File: src/rtl/lfg_pkg.sv
package lfg_pkg;
  typedef enum logic [1:0] {
    ST_IDLE = 2'd0,
    ST_RUN  = 2'd1,
    ST_DONE = 2'd2
  } lfg_state_e;
endpackage

File: src/rtl/lfg_relevance.sv
module lfg_relevance #(
  parameter int N_IN = 4,
  localparam int TW  = 1 << N_IN,
  localparam int TYW = $clog2(N_IN + 1)
) (
  input  logic [TW-1:0]   tbl_i,
  output logic [N_IN-1:0] active_o,
  output logic [TYW-1:0]  type_o
);
  for (genvar x = 0; x < N_IN; x++) begin : g_in
    logic diff;
    always_comb begin
      diff = 1'b0;
      for (int p = 0; p < TW; p++) begin
        logic [N_IN-1:0] lo, hi;
        lo = N_IN'(p);
        hi = lo | (N_IN'(1) << x);
        if (!lo[x]) diff = diff | (tbl_i[lo] != tbl_i[hi]);
      end
    end
    assign active_o[x] = diff;
  end

  always_comb begin
    type_o = '0;
    for (int x = 0; x < N_IN; x++) type_o = type_o + TYW'(active_o[x]);
  end
endmodule

File: src/rtl/lfg_fault_table.sv
module lfg_fault_table #(
  parameter int N_IN = 4,
  localparam int TW  = 1 << N_IN,
  localparam int SW  = $clog2(N_IN + 1)
) (
  input  logic [TW-1:0] tbl_i,
  input  logic [SW-1:0] site_i,
  input  logic          stuck_i,
  output logic [TW-1:0] ftbl_o
);
  logic [N_IN-1:0][TW-1:0] cand;

  // candidate per input: every position reads the cofactor selected by stuck_i
  for (genvar x = 0; x < N_IN; x++) begin : g_in
    logic [TW-1:0] ft;
    always_comb begin
      for (int p = 0; p < TW; p++) begin
        logic [N_IN-1:0] lo, src;
        lo  = N_IN'(p);
        src = stuck_i ? (lo | (N_IN'(1) << x)) : (lo & ~(N_IN'(1) << x));
        ft[p] = tbl_i[src];
      end
    end
    assign cand[x] = ft;
  end

  always_comb begin
    ftbl_o = {TW{stuck_i}};
    for (int x = 0; x < N_IN; x++)
      if (site_i == SW'(N_IN - x)) ftbl_o = cand[x];
  end
endmodule

File: src/rtl/lfg_class_match.sv
module lfg_class_match #(
  parameter int N_IN = 4,
  localparam int TW   = 1 << N_IN,
  localparam int NF   = 2 * (N_IN + 1),
  localparam int CNTW = $clog2(NF + 1)
) (
  input  logic            clk_i,
  input  logic            rst_ni,
  input  logic            clear_i,
  input  logic            wr_i,
  input  logic [TW-1:0]   cand_i,
  output logic [CNTW-1:0] cls_o,
  output logic            new_o,
  output logic [CNTW-1:0] ncls_o
);
  logic [NF-1:0][TW-1:0] store_q;
  logic [CNTW-1:0]       ncls_q;

  // classes hold distinct tables, so at most one entry matches
  always_comb begin
    new_o = 1'b1;
    cls_o = ncls_q;
    for (int c = NF - 1; c >= 0; c--) begin
      if (CNTW'(c) < ncls_q && store_q[c] == cand_i) begin
        new_o = 1'b0;
        cls_o = CNTW'(c);
      end
    end
  end

  always_ff @(posedge clk_i or negedge rst_ni) begin
    if (!rst_ni) begin
      store_q <= '0;
      ncls_q  <= '0;
    end else if (clear_i) begin
      ncls_q <= '0;
    end else if (wr_i && new_o) begin
      for (int c = 0; c < NF; c++)
        if (ncls_q == CNTW'(c)) store_q[c] <= cand_i;
      ncls_q <= ncls_q + 1'b1;
    end
  end

  assign ncls_o = ncls_q;
endmodule

File: src/rtl/lut_fault_gen.sv
module lut_fault_gen #(
  parameter int N_IN = 4,
  localparam int TW   = 1 << N_IN,
  localparam int SW   = $clog2(N_IN + 1),
  localparam int IDW  = SW + 1,
  localparam int NF   = 2 * (N_IN + 1),
  localparam int CNTW = $clog2(NF + 1)
) (
  input  logic            clk_i,
  input  logic            rst_ni,
  input  logic            start_i,
  input  logic [TW-1:0]   table_i,
  output logic [N_IN-1:0] active_o,
  output logic [SW-1:0]   type_o,
  output logic            rec_valid_o,
  input  logic            rec_ready_i,
  output logic [TW-1:0]   rec_table_o,
  output logic [IDW-1:0]  rec_id_o,
  output logic [CNTW-1:0] rec_class_o,
  output logic            rec_first_o,
  output logic            done_o,
  output logic [CNTW-1:0] total_cnt_o,
  output logic [CNTW-1:0] coll_cnt_o
);
  import lfg_pkg::*;

  lfg_state_e    state_q;
  logic [TW-1:0] tbl_q;
  logic [SW-1:0] site_q;
  logic          stuck_q;
  logic          fire, load;
  logic          nxt_found;
  logic [SW-1:0] nxt_site;
  logic          cls_new;

  assign load = (state_q == ST_IDLE) && start_i;
  assign fire = rec_valid_o && rec_ready_i;

  lfg_relevance #(.N_IN(N_IN)) i_rel (
    .tbl_i   (tbl_q),
    .active_o(active_o),
    .type_o  (type_o)
  );

  lfg_fault_table #(.N_IN(N_IN)) i_ftab (
    .tbl_i  (tbl_q),
    .site_i (site_q),
    .stuck_i(stuck_q),
    .ftbl_o (rec_table_o)
  );

  lfg_class_match #(.N_IN(N_IN)) i_cls (
    .clk_i  (clk_i),
    .rst_ni (rst_ni),
    .clear_i(load),
    .wr_i   (fire),
    .cand_i (rec_table_o),
    .cls_o  (rec_class_o),
    .new_o  (cls_new),
    .ncls_o (coll_cnt_o)
  );

  // nearest later site that is an active input; descending loop keeps the lowest
  always_comb begin
    nxt_found = 1'b0;
    nxt_site  = site_q;
    for (int s = N_IN; s >= 1; s--) begin
      if (SW'(s) > site_q && active_o[N_IN-s]) begin
        nxt_found = 1'b1;
        nxt_site  = SW'(s);
      end
    end
  end

  always_ff @(posedge clk_i or negedge rst_ni) begin
    if (!rst_ni) begin
      state_q <= ST_IDLE;
      tbl_q   <= '0;
      site_q  <= '0;
      stuck_q <= 1'b0;
    end else begin
      unique case (state_q)
        ST_IDLE: if (start_i) begin
          tbl_q   <= table_i;
          site_q  <= '0;
          stuck_q <= 1'b0;
          state_q <= ST_RUN;
        end
        ST_RUN: if (fire) begin
          if (!stuck_q) begin
            stuck_q <= 1'b1;
          end else if (nxt_found) begin
            site_q  <= nxt_site;
            stuck_q <= 1'b0;
          end else begin
            state_q <= ST_DONE;
          end
        end
        ST_DONE: state_q <= ST_IDLE;
        default: state_q <= ST_IDLE;
      endcase
    end
  end

  assign rec_valid_o = (state_q == ST_RUN);
  assign rec_id_o    = {site_q, stuck_q};
  assign rec_first_o = cls_new;
  assign done_o      = (state_q == ST_DONE);
  assign total_cnt_o = CNTW'(2 * (int'(type_o) + 1));
endmodule

File: config.mk
export PLATFORM = sky130hd
export DESIGN_NAME = lut_fault_gen
export DESIGN_NICKNAME = d
export VERILOG_FILES = /design/src/rtl/lfg_pkg.sv /design/src/rtl/lfg_relevance.sv /design/src/rtl/lfg_fault_table.sv /design/src/rtl/lfg_class_match.sv /design/src/rtl/lut_fault_gen.sv
export SDC_FILE = /design/constraint.sdc
export NUM_CORES = 1
export LEC_CHECK = 0
export ABC_CLOCK_PERIOD_IN_PS = 6200
export BUFFER_PORTS_ARGS = -buffer_cell sky130_fd_sc_hd__buf_2
export CAP_MARGIN = 40
export CORE_ASPECT_RATIO = 1.4
export CORE_MARGIN = 1.5
export CORE_UTILIZATION = 40
export DETAILED_ROUTE_END_ITERATION = 10
export SLEW_MARGIN = 25
export SYNTH_ARGS = -nofsm -noshare
export SYNTH_HDL_FRONTEND = slang
export SYNTH_SLANG_ARGS = --single-unit
File: constraint.sdc
create_clock -name clk_i -period 6.2 [get_ports clk_i]
set_input_delay 1.24 -clock clk_i [delete_from_list [all_inputs] [get_ports clk_i]]
set_output_delay 1.24 -clock clk_i [all_outputs]
set_load 0.03 [all_outputs]
==> results.sh, run 1 <==
export IMPL_outcome="finished clean"
export IMPL_synth_compound_area_frac=0.169
export IMPL_path_common_cell="buf_4"
export IMPL_start_util=0.405
export IMPL_startpoint_type="flop"
export IMPL_cts_buffer_depth=2
export IMPL_synth_nets=1309
export IMPL_grtUsageTotal=0.329
export IMPL_die_w_um=154
export IMPL_synthSimpleGateAreaFrac=0.150
export IMPL_r2r_cells=16
export IMPL_crit_arrival_ns=4.93
export IMPL_min_to="i_cls.store_q[49]"
export IMPL_clkTransAtPathRegs_ns=0.07
export IMPL_grt_pass1_vias=11420
export IMPL_route_detailed_drc=0
export IMPL_critPathLaunch="stuck_q"
export IMPL_path_delay_family="compound AO/OA/AOI/OAI gates"
export IMPL_cts_tree="done"
export IMPL_hold_path_class="reg -> reg"
export IMPL_antenna_found_initial=0
export IMPL_cp_cell_sequence="mux2i_1 > and2_1 > a222oi_1 > o311a_1 > o221ai_1 > or4b_2 > a2111oi_0 > buf_4 > nand3_1 > buf_4 > o41ai_1 > o31ai_1 > buf_2"
export IMPL_first_pass_iters=6
export IMPL_post_route_period_util=0.995
export IMPL_synthesis_area_um2=12700
export IMPL_timing_rr_end="i_cls.store_q[70]"
export IMPL_drive_gt1_frac=0.308
export IMPL_core_area_um2=31500
export IMPL_antenna_left=0
export IMPL_rows=77
export IMPL_rsz0062_at_grt="false"
export IMPL_ff2ff_setup_slack_ns=0.94
export IMPL_layout_cells_most_common="dfrtp_1"
export IMPL_ys_types=92
export IMPL_grt_pass1_wl_um=77900
export IMPL_hp_start="i_cls.store_q[49]"
export IMPL_synth_fa_ha_area_frac=0.00805
export IMPL_antenna_diode_count=0
export IMPL_grt_overflow_total=0
export IMPL_seq_area_frac_synth=0.365
export IMPL_synth_xor_area_frac=0.0742
export IMPL_hold_depth=1
export IMPL_syn_area_per_cell_um2=9.94
export IMPL_die_y_um=214
export IMPL_drt_iter0_drc=731
export IMPL_insertion_delay_ns=0.46
export IMPL_synth_top_family_by_area="multiplexers"
export IMPL_dr_total_vias=11126
export IMPL_synthArstFlopShare=1.00
export IMPL_cp_end_kind="primary output"
export IMPL_cts_sinks=186
export IMPL_synth_main_ff_cell="dfrtp_1"
export IMPL_routed_wl_um=53600
export IMPL_cts_buffers_inserted=17
export IMPL_worst_slew_pin_slew_ns=0.875
export IMPL_fin_crit_ns=6.17
export IMPL_finalMaxSlewViolations=0
export IMPL_finalSetupViolations=0
export IMPL_synthToLayoutAreaGrowth_pct=14.6
export IMPL_maxCapViolCount=0
export IMPL_cp_slowest_cell="a222oi_1"
export IMPL_die_area_um2=33000
export IMPL_cp_required_ns=4.96
export IMPL_critical_path_buf_inv_count=3
export IMPL_timing_rr_start="stuck_q"
export IMPL_path_max_fanout=19
export IMPL_path_class="reg -> out"
export IMPL_fin_skew_ns=0.0197
export IMPL_io_pins=62
export IMPL_grt_max_degree=138
export IMPL_fin_nets=1411
export IMPL_slowest_delay_ns=0.67
export IMPL_ys_ff_latch=186
export IMPL_fmax_ghz=0.162
export IMPL_yosys_warnings=0
export IMPL_slew_headroom=0.417
export IMPL_vias_per_cell=6.21
export IMPL_synthMuxAreaShare=0.178
export IMPL_dp_hpwl_um=41400
export IMPL_cts_root_buf="clkbuf_16"
export IMPL_setup_tns_ns=0
export IMPL_hold_viol=0
export IMPL_wire_per_inst_um=29.9
export IMPL_htreeDepth=4
export IMPL_portBuffers=60
export IMPL_layout_common_cells="183 x dfrtp_1, 122 x buf_4, 113 x mux2_2"
export IMPL_place_congestion=1.01
export IMPL_synth_edff_count=0
export IMPL_postSynthCellCount=1282
-- worst register-to-register path, delay by kind of cell, from the launching register on --
kind                      cells  cell delay [ns]
DFF                           1             0.60
AOI/OAI and AO/OA             1             0.68
buffers and inverters         5             1.22
xor gates and xnor gates      1             0.16
and+or+nand+nor               8             2.12
muxes                         1             0.35
-- layer usage --
metal | track usage | wire length, um | up-vias
met1 | 0.359 | 20100 | 5573
met2 | 0.574 | 26500 | 439
met5 | 0 | 0 | -
li1 | - | - | 4938
met3 | 0.0473 | 2320 | 176
met4 | 0.250 | 4650 | 0
-- what timing repair did --
action,4_1_cts,5_1_grt
pin swaps,1,1
setup endpoints to repair,3,5
resized for setup,2,6
buffers inserted,0,8
hold buffers,0,0
gates cloned,1,0
-- area by class of cell --
| cell class | count | area (um^2) |
|---|---|---|
| well taps | 395 | 494 |
| repair buffers | 184 | 1250 |
| inverters | 46 | 173 |
| fillers | 3000 | 16900 |
| clock buffers | 19 | 443 |
| clock inverters | 12 | 140 |
| flip-flops and latches | 186 | 4660 |
| multi-input cells | 949 | 7440 |
-- flip-flops by register name, indices dropped and copies added (netlist names) --
name and cells:
tbl_q 16, state_q 2, i_cls.store_q 160, stuck_q 1, i_cls.ncls_o 4, site_q 3
-- worst max path at each step --
stage                     slack, ns        endpoint  depth (start not counted)
final                          0.03  rec_class_o[1]                         13
after global routing         0.0001  rec_class_o[1]                         13
after CTS                      0.02  rec_class_o[1]                         14
after detailed placement       0.44  rec_class_o[2]                         10
after global placement         0.40  rec_class_o[1]                         13
after floorplan                0.83  rec_class_o[1]                         13
-- through the flow --
step	utilization	cell area, um^2	hold slack, ns	cells	worst slack, ns
detailed placement	0.442	13900	0.508	1750	0.445
floorplan	-	12700	0.486	1282	0.830
finish	0.464	14600	0.528	1791	0.0318
CTS	0.461	14500	0.524	1782	0.0158
global placement	0.442	13900	0.504	1749	0.399
global route	0.464	14600	0.538	1791	0.0000981
-- synth_stat cells, drive strengths merged, types with 9 or more instances --
master	count	area share
nor2	64	0.019
buf	45	0.026
xnor2	77	0.053
a21oi	52	0.021
a211oi	22	0.014
and2	10	0.0049
nor4	18	0.0093
o21ai	48	0.019
o2111ai	12	0.0082
mux2	168	0.16
o22ai	20	0.0098
nand2b	12	0.0059
clkbuf	57	0.017
o211ai	9	0.0057
or4	9	0.0053
or3b	12	0.0084
dfrtp	186	0.37
xor2	31	0.021
mux2i	17	0.013
a21o	12	0.0071
nand4	28	0.014
inv	44	0.013
nand2	82	0.024
a211o	12	0.0082
a22oi	14	0.0086
nor3	35	0.014
nand3	22	0.0086
a221oi	11	0.0076
-- kinds of logic (layout without fill, tap and decap cells) --
logic type,Yosys count,in the layout
XOR/XNOR,108,108
adder cells (fa/ha/maj),7,7
buffers and inverters,148,261
multiplexers,185,185
other,1,1
flip-flops,186,186
AO/OA/AOI/OAI,295,295
AND/OR/NAND/NOR,352,353
Power of run 1 is not shown: default switching activity piles up to over one toggle a cycle in this logic, so the estimate is an artifact.
==> run 2, diff against run 1 <==
--- a/config.mk
+++ b/config.mk
@@ -12,7 +12,9 @@
 export CORE_MARGIN = 1.5
 export CORE_UTILIZATION = 40
 export DETAILED_ROUTE_END_ITERATION = 10
+export SETUP_SLACK_MARGIN = 0.1
 export SLEW_MARGIN = 25
 export SYNTH_ARGS = -nofsm -noshare
 export SYNTH_HDL_FRONTEND = slang
+export SYNTH_HIERARCHICAL = 1
 export SYNTH_SLANG_ARGS = --single-unit
==> run 2 against run 1 <==
  * First-iteration DRC count down 54%
  * Clock-buffer cell count up 4
  * Cell count down 24%
  * Design area down 16%
  * Via count down 35%
  * Synthesized cell count down 27%
  * Critical path type unchanged
  * Critical endpoint unchanged
  * Highest routed layer unchanged
==> results.sh, run 2 <==
export IMPL_largest_register="i_cls/store_q"
export IMPL_synth_main_ff_cell="dfrtp_1"
export IMPL_antenna_found_initial=0
export IMPL_wire_per_inst_um=19.9
export IMPL_cts_buffer_depth=2
export IMPL_postSynthCellCount=933
export IMPL_rsz0062_at_grt="false"
export IMPL_hold_viol=0
export IMPL_cts_tree="done"
export IMPL_ys_ff_latch=186
export IMPL_outcome="finished clean"
export IMPL_post_route_period_util=0.945
export IMPL_postCtsHoldBufs=0
export IMPL_drive_gt1_frac=0.328
export IMPL_layout_common_cells="185 x dfrtp_1, 126 x xnor2_1, 121 x mux2_2"
export IMPL_vias_per_cell=5.30
export IMPL_path_max_fanout=18
export IMPL_synth_most_common_cell="dfrtp_1"
export IMPL_yosys_warnings=6
export IMPL_cts_buffers_inserted=17
export IMPL_finalMaxSlewViolations=0
export IMPL_synthToLayoutAreaGrowth_pct=13.2
export IMPL_core_area_um2=26800
export IMPL_synth_nets=960
export IMPL_post_cts_resized=0
export IMPL_antenna_diode_count=0
export IMPL_place_congestion=0.873
export IMPL_post_cts_setup_buffers=0
export IMPL_cts_root_buf="clkbuf_16"
export IMPL_regArea_um2=4660
export IMPL_synth_area_leaders="dfrtp_1 43%, mux2_2 13%, xnor2_1 10%, xor2_1 5.4%, mux2_4 4.3%"
export IMPL_synth_area_leader_cell="dfrtp_1"
export IMPL_finalSetupViolations=0
export IMPL_worst_slew_pin_slew_ns=0.809
export IMPL_cts_sinks=186
export IMPL_startpoint_type="flop"
export IMPL_dr_total_vias=7236
export IMPL_crit_arrival_ns=4.62
export IMPL_rows=71
export IMPL_setup_tns_ns=0
export IMPL_fillers=2509
export IMPL_fin_nets=1014
export IMPL_antenna_left=0
export IMPL_syn_area_per_cell_um2=11.6
export IMPL_largest_reg_flops=160
export IMPL_grt_pass1_wl_um=43200
export IMPL_yosys_top_cells_count="186 x dfrtp_1, 126 x xnor2_1, 121 x mux2_2"
export IMPL_seq_area_frac_synth=0.429
export IMPL_die_area_um2=28200
export IMPL_die_y_um=198
export IMPL_path_class="reg -> out"
export IMPL_io_pins=62
export IMPL_grtUsageTotal=0.204
export IMPL_maxCapViolCount=0
export IMPL_ff2ff_setup_slack_ns=0.92
export IMPL_grt_overflow_total=0
export IMPL_cp_end_kind="primary output"
export IMPL_hold_path_class="reg -> reg"
export IMPL_clkTransAtPathRegs_ns=0.06
export IMPL_cp_required_ns=4.96
export IMPL_synthesis_area_um2=10900
export IMPL_ys_types=68
export IMPL_die_w_um=142
export IMPL_first_pass_iters=5
export IMPL_fin_skew_ns=0.00646
export IMPL_portBuffers=60
export IMPL_grt_pass1_vias=7448
export IMPL_routed_wl_um=27200
export IMPL_insertion_delay_ns=0.45
export IMPL_htreeDepth=4
export IMPL_grt_max_degree=94
export IMPL_route_detailed_drc=0
export IMPL_layout_cells_most_common="dfrtp_1"
export IMPL_dp_hpwl_um=19500
export IMPL_drt_iter0_drc=338
export IMPL_fin_crit_ns=5.86
export IMPL_slew_headroom=0.458
export IMPL_yosysTopAreaCellShare=0.429
export IMPL_synthArstFlopShare=1.00
export IMPL_synth_edff_count=0
export IMPL_multiInputGateArea_um2=5820
export IMPL_start_util=0.405
export IMPL_fmax_ghz=0.171
run 2: worst paths after layout:
check / startpoint / end / cells after the start
max: stuck_q / rec_class_o[1] / 13
min: i_cls/store_q[24] / i_cls/store_q[24] / 1
max reg2reg: stuck_q / i_cls/store_q[131] / 14
min reg2reg: i_cls/store_q[24] / i_cls/store_q[24] / 1
max in group asynchronous: rst_ni / i_cls/store_q[97] / 3
min in group asynchronous: rst_ni / i_cls/store_q[107] / 1
run 2: routing by layer:
metal	up-vias	GRT usage	part of all wire
met1	3719	0.247	0.43
met2	131	0.362	0.52
met5	-	0	0
met4	0	0.0809	0.026
met3	36	0.0305	0.028
li1	3350	-	-
run 2: cells by family after synthesis:
logic type	Yosys count	synth area share
xor+xnor	193	0.156
simple gates	187	0.106
flops	186	0.429
mux	178	0.195
compound gates	94	0.0620
buf+inv	87	0.0441
fa+ha+maj	7	0.00875
other cells	1	0.000345
run 2: worst max-delay path, stage by stage (launching register included):
cell and delay (ns):
dfrtp_1 0.66, inv_2 0.16, o21a_1 0.25, or3_1 0.47, a22oi_2 0.62, buf_4 0.37, xor2_1 0.10, nor3_1 0.33
nand4_1 0.27, nand2_1 0.14, a21oi_1 0.04, or2_2 0.28, a31oi_1 0.22, buf_2 0.24
run 2: area by class of cell:
class / instances / area share
clock buffers: 23 / 0.0397
clock inverters: 9 / 0.00906
inverters: 18 / 0.00550
multi-input cells: 660 / 0.473
flip-flops and latches: 186 / 0.379
well taps: 365 / 0.0372
repair buffers: 104 / 0.0565
run 2: through the flow:
step	setup slack [ns]	cell area, um^2	util	hold slack (ns)	cells
after floorplan	0.836	10900	-	0.480	933
after global placement	0.679	11700	0.435	0.494	1331
after global routing	0.126	12300	0.458	0.527	1365
after CTS	0.232	12300	0.457	0.515	1364
after detailed placement	0.703	11700	0.435	0.500	1332
final	0.341	12300	0.458	0.511	1365
Power of run 2 is left out for the same reason.
